===== config.mk =====
export PLATFORM = sky130hd
export DESIGN_NAME = chroma_sub_top
export DESIGN_NICKNAME = d
export VERILOG_FILES = /design/src/rtl/chroma_sub_pkg.sv /design/src/rtl/chroma_sub_ctrl.sv /design/src/rtl/chroma_sub_dp.sv /design/src/rtl/chroma_sub_top.sv
export SDC_FILE = /design/constraint.sdc
export NUM_CORES = 2
export LEC_CHECK = 0
export BUFFER_PORTS_ARGS = -buffer_cell sky130_fd_sc_hd__buf_2
export CORE_ASPECT_RATIO = 1.75
export CORE_MARGIN = 2
export CORE_UTILIZATION = 45
export DETAILED_ROUTE_END_ITERATION = 8
export PLACE_DENSITY = 0.71
export SYNTH_ARGS = -nofsm -noshare
export SYNTH_HDL_FRONTEND = slang
export SYNTH_HIERARCHICAL = 1
export SYNTH_SLANG_ARGS = --single-unit

===== constraint.sdc =====
create_clock -name clk -period 6.85 [get_ports clk]
set_input_delay 0.3425 -clock clk [delete_from_list [all_inputs] [get_ports clk]]
set_output_delay 0.3425 -clock clk [all_outputs]
set_load 0.03 [all_outputs]

===== src/rtl/chroma_sub_pkg.sv =====
package chroma_sub_pkg;

  localparam int PIX_W  = 8;
  localparam int COEF_W = 16;
  localparam int FRAC   = 14;
  localparam int ACC_W  = 32;
  localparam int SUM2_W = PIX_W + 1;
  localparam int SUM4_W = PIX_W + 2;

  localparam logic signed [ACC_W-1:0] HALF_LSB   = ACC_W'(1 << (FRAC - 1));
  localparam logic signed [ACC_W-1:0] CHROMA_OFS = ACC_W'((128 << FRAC) + (1 << (FRAC - 1)));

  // Strobes handed from control to datapath, aligned with the clamped samples
  typedef struct packed {
    logic valid;
    logic colOdd;
    logic rowOdd;
    logic vert;
  } pixCtl_t;

  // Q2.14 matrix: channel 0 luma, 1 blue difference, 2 red difference; k picks R, G, B
  function automatic logic signed [COEF_W-1:0] coefOf(input int ch, input int k);
    case (ch * 3 + k)
      0:       return 16'sd4899;
      1:       return 16'sd9617;
      2:       return 16'sd1868;
      3:       return -16'sd2765;
      4:       return -16'sd5427;
      5:       return 16'sd8192;
      6:       return 16'sd8192;
      7:       return -16'sd6860;
      default: return -16'sd1332;
    endcase
  endfunction

  function automatic logic signed [ACC_W-1:0] biasOf(input int ch);
    return (ch == 0) ? HALF_LSB : CHROMA_OFS;
  endfunction

  function automatic logic [PIX_W-1:0] sat8(input logic signed [ACC_W-1:0] acc);
    logic signed [ACC_W-1:0] q;
    q = acc >>> FRAC;
    if (q < 0)        return '0;
    else if (q > 255) return '1;
    else              return q[PIX_W-1:0];
  endfunction

endpackage


===== src/rtl/chroma_sub_ctrl.sv =====
module chroma_sub_ctrl
  import chroma_sub_pkg::*;
#(
  parameter int MAX_WIDTH = 64,
  parameter int COL_W     = 7,
  parameter int IDX_W     = 5
) (
  input  logic             clk,
  input  logic             rstN,
  input  logic             pixValid,
  input  logic             lineStart,
  input  logic             frameStart,
  input  logic             modeVert,
  input  logic [COL_W-1:0] lineWidth,
  output pixCtl_t          ctlOut,
  output logic [IDX_W-1:0] pairIdxOut
);

  logic [COL_W-1:0] colReg, curCol;
  logic             rowReg, curRow;
  pixCtl_t          ctlA;
  logic [IDX_W-1:0] idxA;

  // Position of the pixel on the input this cycle
  always_comb begin
    curCol = (lineStart || frameStart) ? '0 : colReg;
    if (frameStart)     curRow = 1'b0;
    else if (lineStart) curRow = ~rowReg;
    else                curRow = rowReg;
  end

  always_ff @(posedge clk or negedge rstN) begin
    if (!rstN) begin
      colReg <= '0;
      rowReg <= 1'b0;
    end else if (pixValid) begin
      colReg <= curCol + COL_W'(1);
      rowReg <= curRow;
    end
  end

  // Two stages to line up with the conversion and clamp stages
  always_ff @(posedge clk or negedge rstN) begin
    if (!rstN) begin
      ctlA       <= '0;
      idxA       <= '0;
      ctlOut     <= '0;
      pairIdxOut <= '0;
    end else begin
      ctlA.valid  <= pixValid;
      ctlA.colOdd <= curCol[0];
      ctlA.rowOdd <= curRow;
      ctlA.vert   <= modeVert;
      idxA        <= curCol[IDX_W:1];
      ctlOut      <= ctlA;
      pairIdxOut  <= idxA;
    end
  end

  assert_even_width_R11: assert property (@(posedge clk) disable iff (!rstN)
    pixValid |-> !lineWidth[0]);

  assert_col_in_line_R11: assert property (@(posedge clk) disable iff (!rstN)
    pixValid |-> (curCol < lineWidth));

  assert_line_complete_R8: assert property (@(posedge clk) disable iff (!rstN)
    (pixValid && lineStart && !frameStart) |-> (colReg == lineWidth));

endmodule


===== src/rtl/chroma_sub_dp.sv =====
module chroma_sub_dp
  import chroma_sub_pkg::*;
#(
  parameter int DEPTH = 32,
  parameter int IDX_W = 5
) (
  input  logic             clk,
  input  logic             rstN,
  input  logic [23:0]      pixRgb,
  input  pixCtl_t          ctlIn,
  input  logic [IDX_W-1:0] pairIdxIn,
  output logic             yValid,
  output logic [PIX_W-1:0] yData,
  output logic             cValid,
  output logic [PIX_W-1:0] cbData,
  output logic [PIX_W-1:0] crData
);

  function automatic logic signed [ACC_W-1:0] mac3(
    input logic [23:0] rgb,
    input logic signed [COEF_W-1:0] kr, kg, kb,
    input logic signed [ACC_W-1:0] bias
  );
    logic signed [ACC_W-1:0] r, g, b;
    r = ACC_W'($signed({1'b0, rgb[23:16]}));
    g = ACC_W'($signed({1'b0, rgb[15:8]}));
    b = ACC_W'($signed({1'b0, rgb[7:0]}));
    return r * ACC_W'(kr) + g * ACC_W'(kg) + b * ACC_W'(kb) + bias;
  endfunction

  // Conversion: multiply-accumulate stage, then clamp stage
  for (genvar ch = 0; ch < 3; ch++) begin : g_conv
    logic signed [ACC_W-1:0] accA;
    logic [PIX_W-1:0]        satB;
    always_ff @(posedge clk or negedge rstN) begin
      if (!rstN) accA <= '0;
      else       accA <= mac3(pixRgb, coefOf(ch, 0), coefOf(ch, 1), coefOf(ch, 2), biasOf(ch));
    end
    always_ff @(posedge clk or negedge rstN) begin
      if (!rstN) satB <= '0;
      else       satB <= sat8(accA);
    end
  end

  assign yValid = ctlIn.valid;
  assign yData  = g_conv[0].satB;

  // Pair stage control
  logic             vldC, rowOddC, vertC;
  logic [IDX_W-1:0] idxC;

  always_ff @(posedge clk or negedge rstN) begin
    if (!rstN) begin
      vldC    <= 1'b0;
      rowOddC <= 1'b0;
      vertC   <= 1'b0;
      idxC    <= '0;
    end else begin
      vldC    <= ctlIn.valid && ctlIn.colOdd;
      rowOddC <= ctlIn.rowOdd;
      vertC   <= ctlIn.vert;
      idxC    <= pairIdxIn;
    end
  end

  // Chroma channels: horizontal pair sum, shared line of pair sums, averaging
  for (genvar c = 0; c < 2; c++) begin : g_chr
    logic [PIX_W-1:0]  holdB;
    logic [SUM2_W-1:0] sumC;
    logic [SUM2_W-1:0] lineMem [DEPTH];
    logic [SUM2_W-1:0] aboveSum;
    logic [SUM2_W:0]   avg2Raw;
    logic [SUM4_W-1:0] avg4Raw;
    logic [PIX_W-1:0]  outD;

    always_ff @(posedge clk or negedge rstN) begin
      if (!rstN) begin
        holdB <= '0;
        sumC  <= '0;
      end else begin
        if (ctlIn.valid && !ctlIn.colOdd) holdB <= g_conv[c+1].satB;
        sumC <= {1'b0, holdB} + {1'b0, g_conv[c+1].satB};
      end
    end

    always_ff @(posedge clk) begin
      if (vldC && vertC && !rowOddC) lineMem[idxC] <= sumC;
    end

    always_comb begin
      aboveSum = lineMem[idxC];
      avg2Raw  = {1'b0, sumC} + (SUM2_W+1)'(1);
      avg4Raw  = {1'b0, aboveSum} + {1'b0, sumC} + SUM4_W'(2);
    end

    always_ff @(posedge clk or negedge rstN) begin
      if (!rstN)     outD <= '0;
      else if (vldC) outD <= vertC ? avg4Raw[SUM4_W-1:2] : avg2Raw[SUM2_W:1];
    end
  end

  always_ff @(posedge clk or negedge rstN) begin
    if (!rstN) cValid <= 1'b0;
    else       cValid <= vldC && (!vertC || rowOddC);
  end

  assign cbData = g_chr[0].outD;
  assign crData = g_chr[1].outD;

  assert_even_row_silent_R7: assert property (@(posedge clk) disable iff (!rstN)
    (vldC && vertC && !rowOddC) |=> !cValid);

  assert_chroma_after_odd_col_R6: assert property (@(posedge clk) disable iff (!rstN)
    cValid |-> $past(ctlIn.valid && ctlIn.colOdd, 2));

endmodule


===== src/rtl/chroma_sub_top.sv =====
module chroma_sub_top
  import chroma_sub_pkg::*;
#(
  parameter  int MAX_WIDTH = 64,
  localparam int LW_W      = $clog2(MAX_WIDTH + 1),
  localparam int DEPTH     = MAX_WIDTH / 2,
  localparam int IDX_W     = $clog2(DEPTH)
) (
  input  logic            clk,
  input  logic            rstN,
  input  logic            pixValid,
  input  logic [23:0]     pixRgb,
  input  logic            lineStart,
  input  logic            frameStart,
  input  logic [LW_W-1:0] lineWidth,
  input  logic            modeVert,
  output logic            yValid,
  output logic [7:0]      yData,
  output logic            cValid,
  output logic [7:0]      cbData,
  output logic [7:0]      crData
);

  pixCtl_t          ctlB;
  logic [IDX_W-1:0] pairIdxB;

  chroma_sub_ctrl #(.MAX_WIDTH(MAX_WIDTH), .COL_W(LW_W), .IDX_W(IDX_W)) ctrl_i (
    .clk(clk), .rstN(rstN), .pixValid(pixValid), .lineStart(lineStart),
    .frameStart(frameStart), .modeVert(modeVert), .lineWidth(lineWidth),
    .ctlOut(ctlB), .pairIdxOut(pairIdxB)
  );

  chroma_sub_dp #(.DEPTH(DEPTH), .IDX_W(IDX_W)) dp_i (
    .clk(clk), .rstN(rstN), .pixRgb(pixRgb), .ctlIn(ctlB), .pairIdxIn(pairIdxB),
    .yValid(yValid), .yData(yData), .cValid(cValid), .cbData(cbData), .crData(crData)
  );

  // Edges seen since reset, saturating, so the latency check never looks before reset
  logic [1:0] warm;
  always_ff @(posedge clk or negedge rstN) begin
    if (!rstN)             warm <= '0;
    else if (warm != 2'd2) warm <= warm + 2'd1;
  end

  assert_y_latency_R5: assert property (@(posedge clk) disable iff (!rstN)
    (warm == 2'd2) |-> (yValid == $past(pixValid, 2)));

endmodule


# After elaboration in Yosys (flattened, before gate mapping)
# Memories as Yosys holds them, arrays and structs flattened.
# Cells that the tools add are included.
[totals] regBits=205 ram_bits=576 input_bits=37 out_inout_bits=26 mem_count=2
[classes] addsub=18 multipliers=7 order_cmp=6 n_mux=13 bitwise_logic=1 reduce_logical=10
[mem_list] memory="dp_i.g_chr[0].lineMem" depth=32 word_bits=9 rd=1 rd_ports_with_merged_regs=0 write_ports=1 line_no="chroma_sub_dp.sv:70" rtl="logic [SUM2_W-1:0] lineMem [DEPTH];"
[mem_list] memory="dp_i.g_chr[1].lineMem" depth=32 word_bits=9 rd=1 rd_ports_with_merged_regs=0 write_ports=1 line_no="chroma_sub_dp.sv:70"
[ops] cell="adder 32 bit" count=4
[ops] cell="adder 32 x 23 -> 32 bit (second input constant)" count=2
[ops] cell="2-to-1 mux 8 bit" count=8
[ops] cell="> comparator 18 x 9 -> 1 bit (second input constant)" count=3
[ops] cell="less-than comparator 18 x 1 -> 1 bit (second input constant)" count=3
[ops] cell="adder 22 x 32 -> 32 bit" count=1
[ops] cell="adder 32 x 15 -> 32 bit (second input constant)" count=1
[ops] cell="adder 32 x 22 -> 32 bit" count=1
[ops] cell="multiplier 9 x 14 -> 23 bit (second input constant)" count=1
[ops] cell="multiplier 8 x 14 -> 22 bit (second input constant)" count=1
[ops] cell="multiplier 9 x 13 -> 22 bit (second input constant)" count=1
[ops] cell="multiplier 8 x 13 -> 21 bit (second input constant)" count=1
[ops] cell="multiplier 9 x 12 -> 21 bit (second input constant)" count=1
[ops] cell="adder 10 x 2 -> 10 bit (second input constant)" count=2
[ops] cell="adder 9 x 9 -> 10 bit" count=2
[ops] cell="multiplier 9 x 10 -> 19 bit (second input constant)" count=1
[ops] cell="adder 8 x 8 -> 9 bit" count=2
[ops] cell="adder 9 x 1 -> 9 bit (second input constant)" count=2
[ops] cell="multiplier 8 x 9 -> 17 bit (second input constant)" count=1
[ops] cell="adder 7 x 1 -> 7 bit (second input constant)" count=1
[ops] cell="2-to-1 mux 7 bit" count=1
[ops] cell="logical AND 1 bit" count=5
[ops] cell="2-to-1 mux 1 bit" count=4
[ops] cell="logical NOT 1 bit" count=3
[ops] cell="other kinds (2)" count=3

# Longest topological paths before layout
[depth] word_depth=4 depth_mapped=29 ltp_nobuf=29

# Cells and area by module
# The synthesis kept the hierarchy.
[modules_own_cells] mod="chroma_sub_dp" instances=1 cells_each=3017 area_per_inst_um2=42579.6 seq_area_each_um2=20224.4
[modules_own_cells] mod="chroma_sub_ctrl" instances=1 cells_each=56 area_per_inst_um2=838.3 seq_area_each_um2=625.6

# Least setup slack after synthesis
# No wires, ideal clock.
[synth_timing] kind="input -> register" startpoint="in pixRgb[6]" endpoint="reg dp_i.g_conv[0].accA[23]" setup_ps=119 t_arrival_ps=6945 t_required_ps=6731 slack_ps=-214 cell_stages=27 path_buffers=0 cell_sequence="inv_1 > ha_1 > xor2_1 > ha_1 > a21o_1 > fa_1 > fa_1 > ha_1 > a21boi_1 > o21a_1 > o21ai_1 > nor2b_1 > xnor2_1 > ha_1 > ha_1 > fa_1 > inv_1 > fa_1 > fa_1 > inv_1 > ha_1 > and3_1 > a31o_2 > o31ai_4 > a21oi_1 > a311o_1 > and2_1"
[synth_between] elab_chain_len=3
[synth_lines] element="from (decl)" line_no="chroma_sub_top.sv:12" rtl="input logic [23:0] pixRgb,"
[synth_lines] element="multiplier 8 x 9 -> 17 bit" line_no="chroma_sub_dp.sv:28" rtl="return r * ACC_W'(kr) + g * ACC_W'(kg) + b * ACC_W'(kb) + bias;"
[synth_lines] element="adder 32 bit" line_no="chroma_sub_dp.sv:28"
[synth_lines] element="adder 32 x 15 -> 32 bit" line_no="chroma_sub_dp.sv:28"
[synth_lines] element="to (signal assigned)" line_no="chroma_sub_dp.sv:37" rtl="else accA <= mac3(pixRgb, coefOf(ch, 0), coefOf(ch, 1), coefOf(ch, 2), biasOf(ch));"
[synth_lines] element="to (decl)" line_no="chroma_sub_dp.sv:33" rtl="logic signed [ACC_W-1:0] accA;"
# Every way passes these cells.
# A chain may end at the register's enable or synchronous reset.

# Final worst setup path
[layout_timing] startpoint="in pixRgb[2]" endpoint="reg dp_i.g_conv[0].accA[22]"
# Same word-level chain as after synthesis.

==> impl_metrics.toml <==
[global_route]
grt_pass1_wl_um = 157000
gr-usage-met1_pct = 21.5
met2_usage_pct = 40.9
antenna_found_initial = 4
gr-total-overflow = 0
grt_start_max_net_pins = 91
grt_use_total_pct = 21.1
grt_pass1_vias = 27000
grtUsageMet3_pct = 2.35
grt_most_used_layer = "met2"

[setup_path]
endpoint_kind = "register"
crit_path_max_fanout = 4
crit_arrival_ps = 7200
worstSetupPathType = "in2reg"
max_stage_delay_ps = 550
cp_slowest_cell = "fa_1"
cp-start-kind = "input port"
cp.required_ps = 7410

[logic_synthesis]
async_flop_share_pct = 19.8
syn_avg_cell_area_um2 = 14.1
synth_top_area_share_pct = 39.8
synthCells = 3073
yosysWarnings = 6
synth_edf_count = 576
synth-seq-area-share_pct = 48.0
synth.largest_area_cell = "edfxtp_1"
synth-main-ff-cell = "edfxtp_1"
synth_area_um2 = 43400
syn_nets = 3862
synth.distinct_cells = 78
ys_ff_latch = 718
ys_top_cells_by_area = "edfxtp_1 40%, fa_1 14%, ha_1 13%"

[drt]
post_drt_wl_per_cell_um = 22.3
drt_iter0_markers = 1535
drt_wl_total_um = 102000
first_pass_iters = 7
ant_nets = 0
vias_per_cell = 5.48
via_count = 25100
drc_errors = 0

[sta]
hold_slack_ps = 320
tightest_slew_ps = 960
rsz0062_at_grt = "no"
fin_crit_ps = 6640
fin_skew_ps = 54.9
setup_violations = 0
max_freq_mhz = 151
slew_violations = 0
slew_headroom_pct = 36.0
hold_viol_final = 0
min_period_over_period_pct = 96.9

[layout]
final_net_count = 4107
area_growth_syn_to_layout_pct = 11.9
drive_gt1_share_pct = 16.3
layout_common_cells = "576 x edfxtp_1, 527 x inv_1, 446 x ha_1, 302 x fa_1, 188 x buf_4"
layout.cells.most_common = "edfxtp_1"
fill_cells = 7951
fin_util_pct = 50.8

[placed_design]
gp_congestion = 0.985
dp_hpwl_um = 78600
io_buffers = 55

[clock_tree]
cts_setup_buffers = 0
cts_made_buffers = 59
tritoncts = "built"
cts_htree_levels = 2
clock-sinks = 718
clk_latency_ps = 670
clockBufferDepth = 3
clkTransAtPathRegs_ps = 70
cts-root-buf = "clkbuf_16"

[floorplanning]
fp.dieW_um = 239
row_count = 150
die-area_um2 = 99100
core_um2 = 95500
dieHeight_um = 415
start_util_pct = 45.4
io_pins = 63

[run_status]
outcome = "finished, final reports clean"

[worst_hold_path]
min_path_type = "in2async"

[flow_run]
max-cap-violations = 0
## flip-flops by register name, summed over array words and instances (netlist names), 4 cells and up
name / cells
ctrl_i/colReg: 6
ctrl_i/ctlA: 4
ctrl_i/ctlOut: 4
ctrl_i/idxA: 5
ctrl_i/pairIdxOut: 5
dp_i/cbData: 8
dp_i/crData: 8
dp_i/g_chr.holdB: 16
dp_i/g_chr.lineMem: 576
dp_i/g_chr.sumC: 18
dp_i/g_conv.accA: 34
dp_i/g_conv.satB: 16
dp_i/idxC: 5
dp_i/yData: 8
## metrics by stage
stage,cell area (µm²),setup WS (ps),TNS [ps],instances
2_1_floorplan,43500,0.671,0,3073
3_3_place_gp,46500,-533,-2980,4468
3_5_place_dp,46500,-650,-4180,4468
4_1_cts,48500,70.3,0,4580
5_1_grt,48600,8.20,0,4580
6_report,48600,212,0,4581
## worst max-delay path: cells and delay by family
| family | cells | cell delay [ps] |
|---|---|---|
| buffers and inverters | 8 | 580 |
| adders and majority gates | 11 | 4610 |
| and+or+nand+nor | 1 | 50 |
| AOI/OAI and AO/OA | 7 | 1430 |
| xor gates and xnor gates | 1 | 180 |
## worst paths after layout
path                            slack [ps]  depth (start not counted)                                end                     start
worst max-delay path                   210                         28  dp_i/g_conv[0].accA[22]$_DFF_PN0_                 pixRgb[2]
worst min-delay path                   320                          2            dp_i/yData[7]$_DFF_PN0_                      rstN
worst max register to register        1980                         17         dp_i/crData[7]$_DFFE_PN0P_    dp_i/idxC[0]$_DFF_PN0_
worst min register to register         340                          0     ctrl_i/pairIdxOut[1]$_DFF_PN0_  ctrl_i/idxA[1]$_DFF_PN0_
max in group asynchronous             5210                          3             dp_i/idxC[1]$_DFF_PN0_                      rstN
min in group clk                       330                          2           ctrl_i/ctlA[0]$_DFF_PN0_                  modeVert
## synth_stat cells (16+ instances only)
cell and instances:
and3_1 19, xnor2_1 81, o22ai_1 19, o21ai_0 28
dfrtp_1 142, nor3_1 25, edfxtp_1 576, buf_2 23
or3_1 17, nor2_1 141, nand3_1 34, nand2_1 44
a22oi_1 61, xor2_1 33, clkbuf_1 26, fa_1 302
nand4_1 17, a21oi_1 81, mux4_2 128, ha_1 450
o21ai_1 16, a21o_1 24, inv_1 528, mux2i_1 43
mux2_2 18, nor2b_1 19
## final cells by class
cell class	instances	area, µm²	area share, %
antenna	1	2.50	0.00515
clock buffer	72	1570	3.23
clock inverter	35	378	0.778
inverter	529	1990	4.09
multi-input combinational	1760	20500	42.2
sequential	718	20900	42.9
tap	1216	1520	3.13
timing repair buffer	250	1790	3.68
## logic make-up after synthesis
family          count (synthesis)  synth area share (%)
fa+ha+maj                     752                  26.9
flops                         718                  48.0
buf+inv                       595                  5.24
simple gates                  376                  4.31
compound gates                327                  5.09
mux                           191                  8.15
xor+xnor                      114                  2.30
## per-layer routing
metal | vias up | routed length, µm
met4 | 8 | 6650
met2 | 663 | 57300
met3 | 271 | 3910
met5 | - | 46
met1 | 12800 | 34300
li1 | 11400 | -
## what timing repair did
item | 4_1_cts | 5_1_grt
endpoints found under the hold margin | 94 | 0
hold buffers | 5 | 0
resized for setup | 0 | 5
setup endpoints to repair | 0 | 5
Power is left out: the tool's default activity adds up to more than one toggle a clock period on the data nets, which glitch-free logic cannot reach.
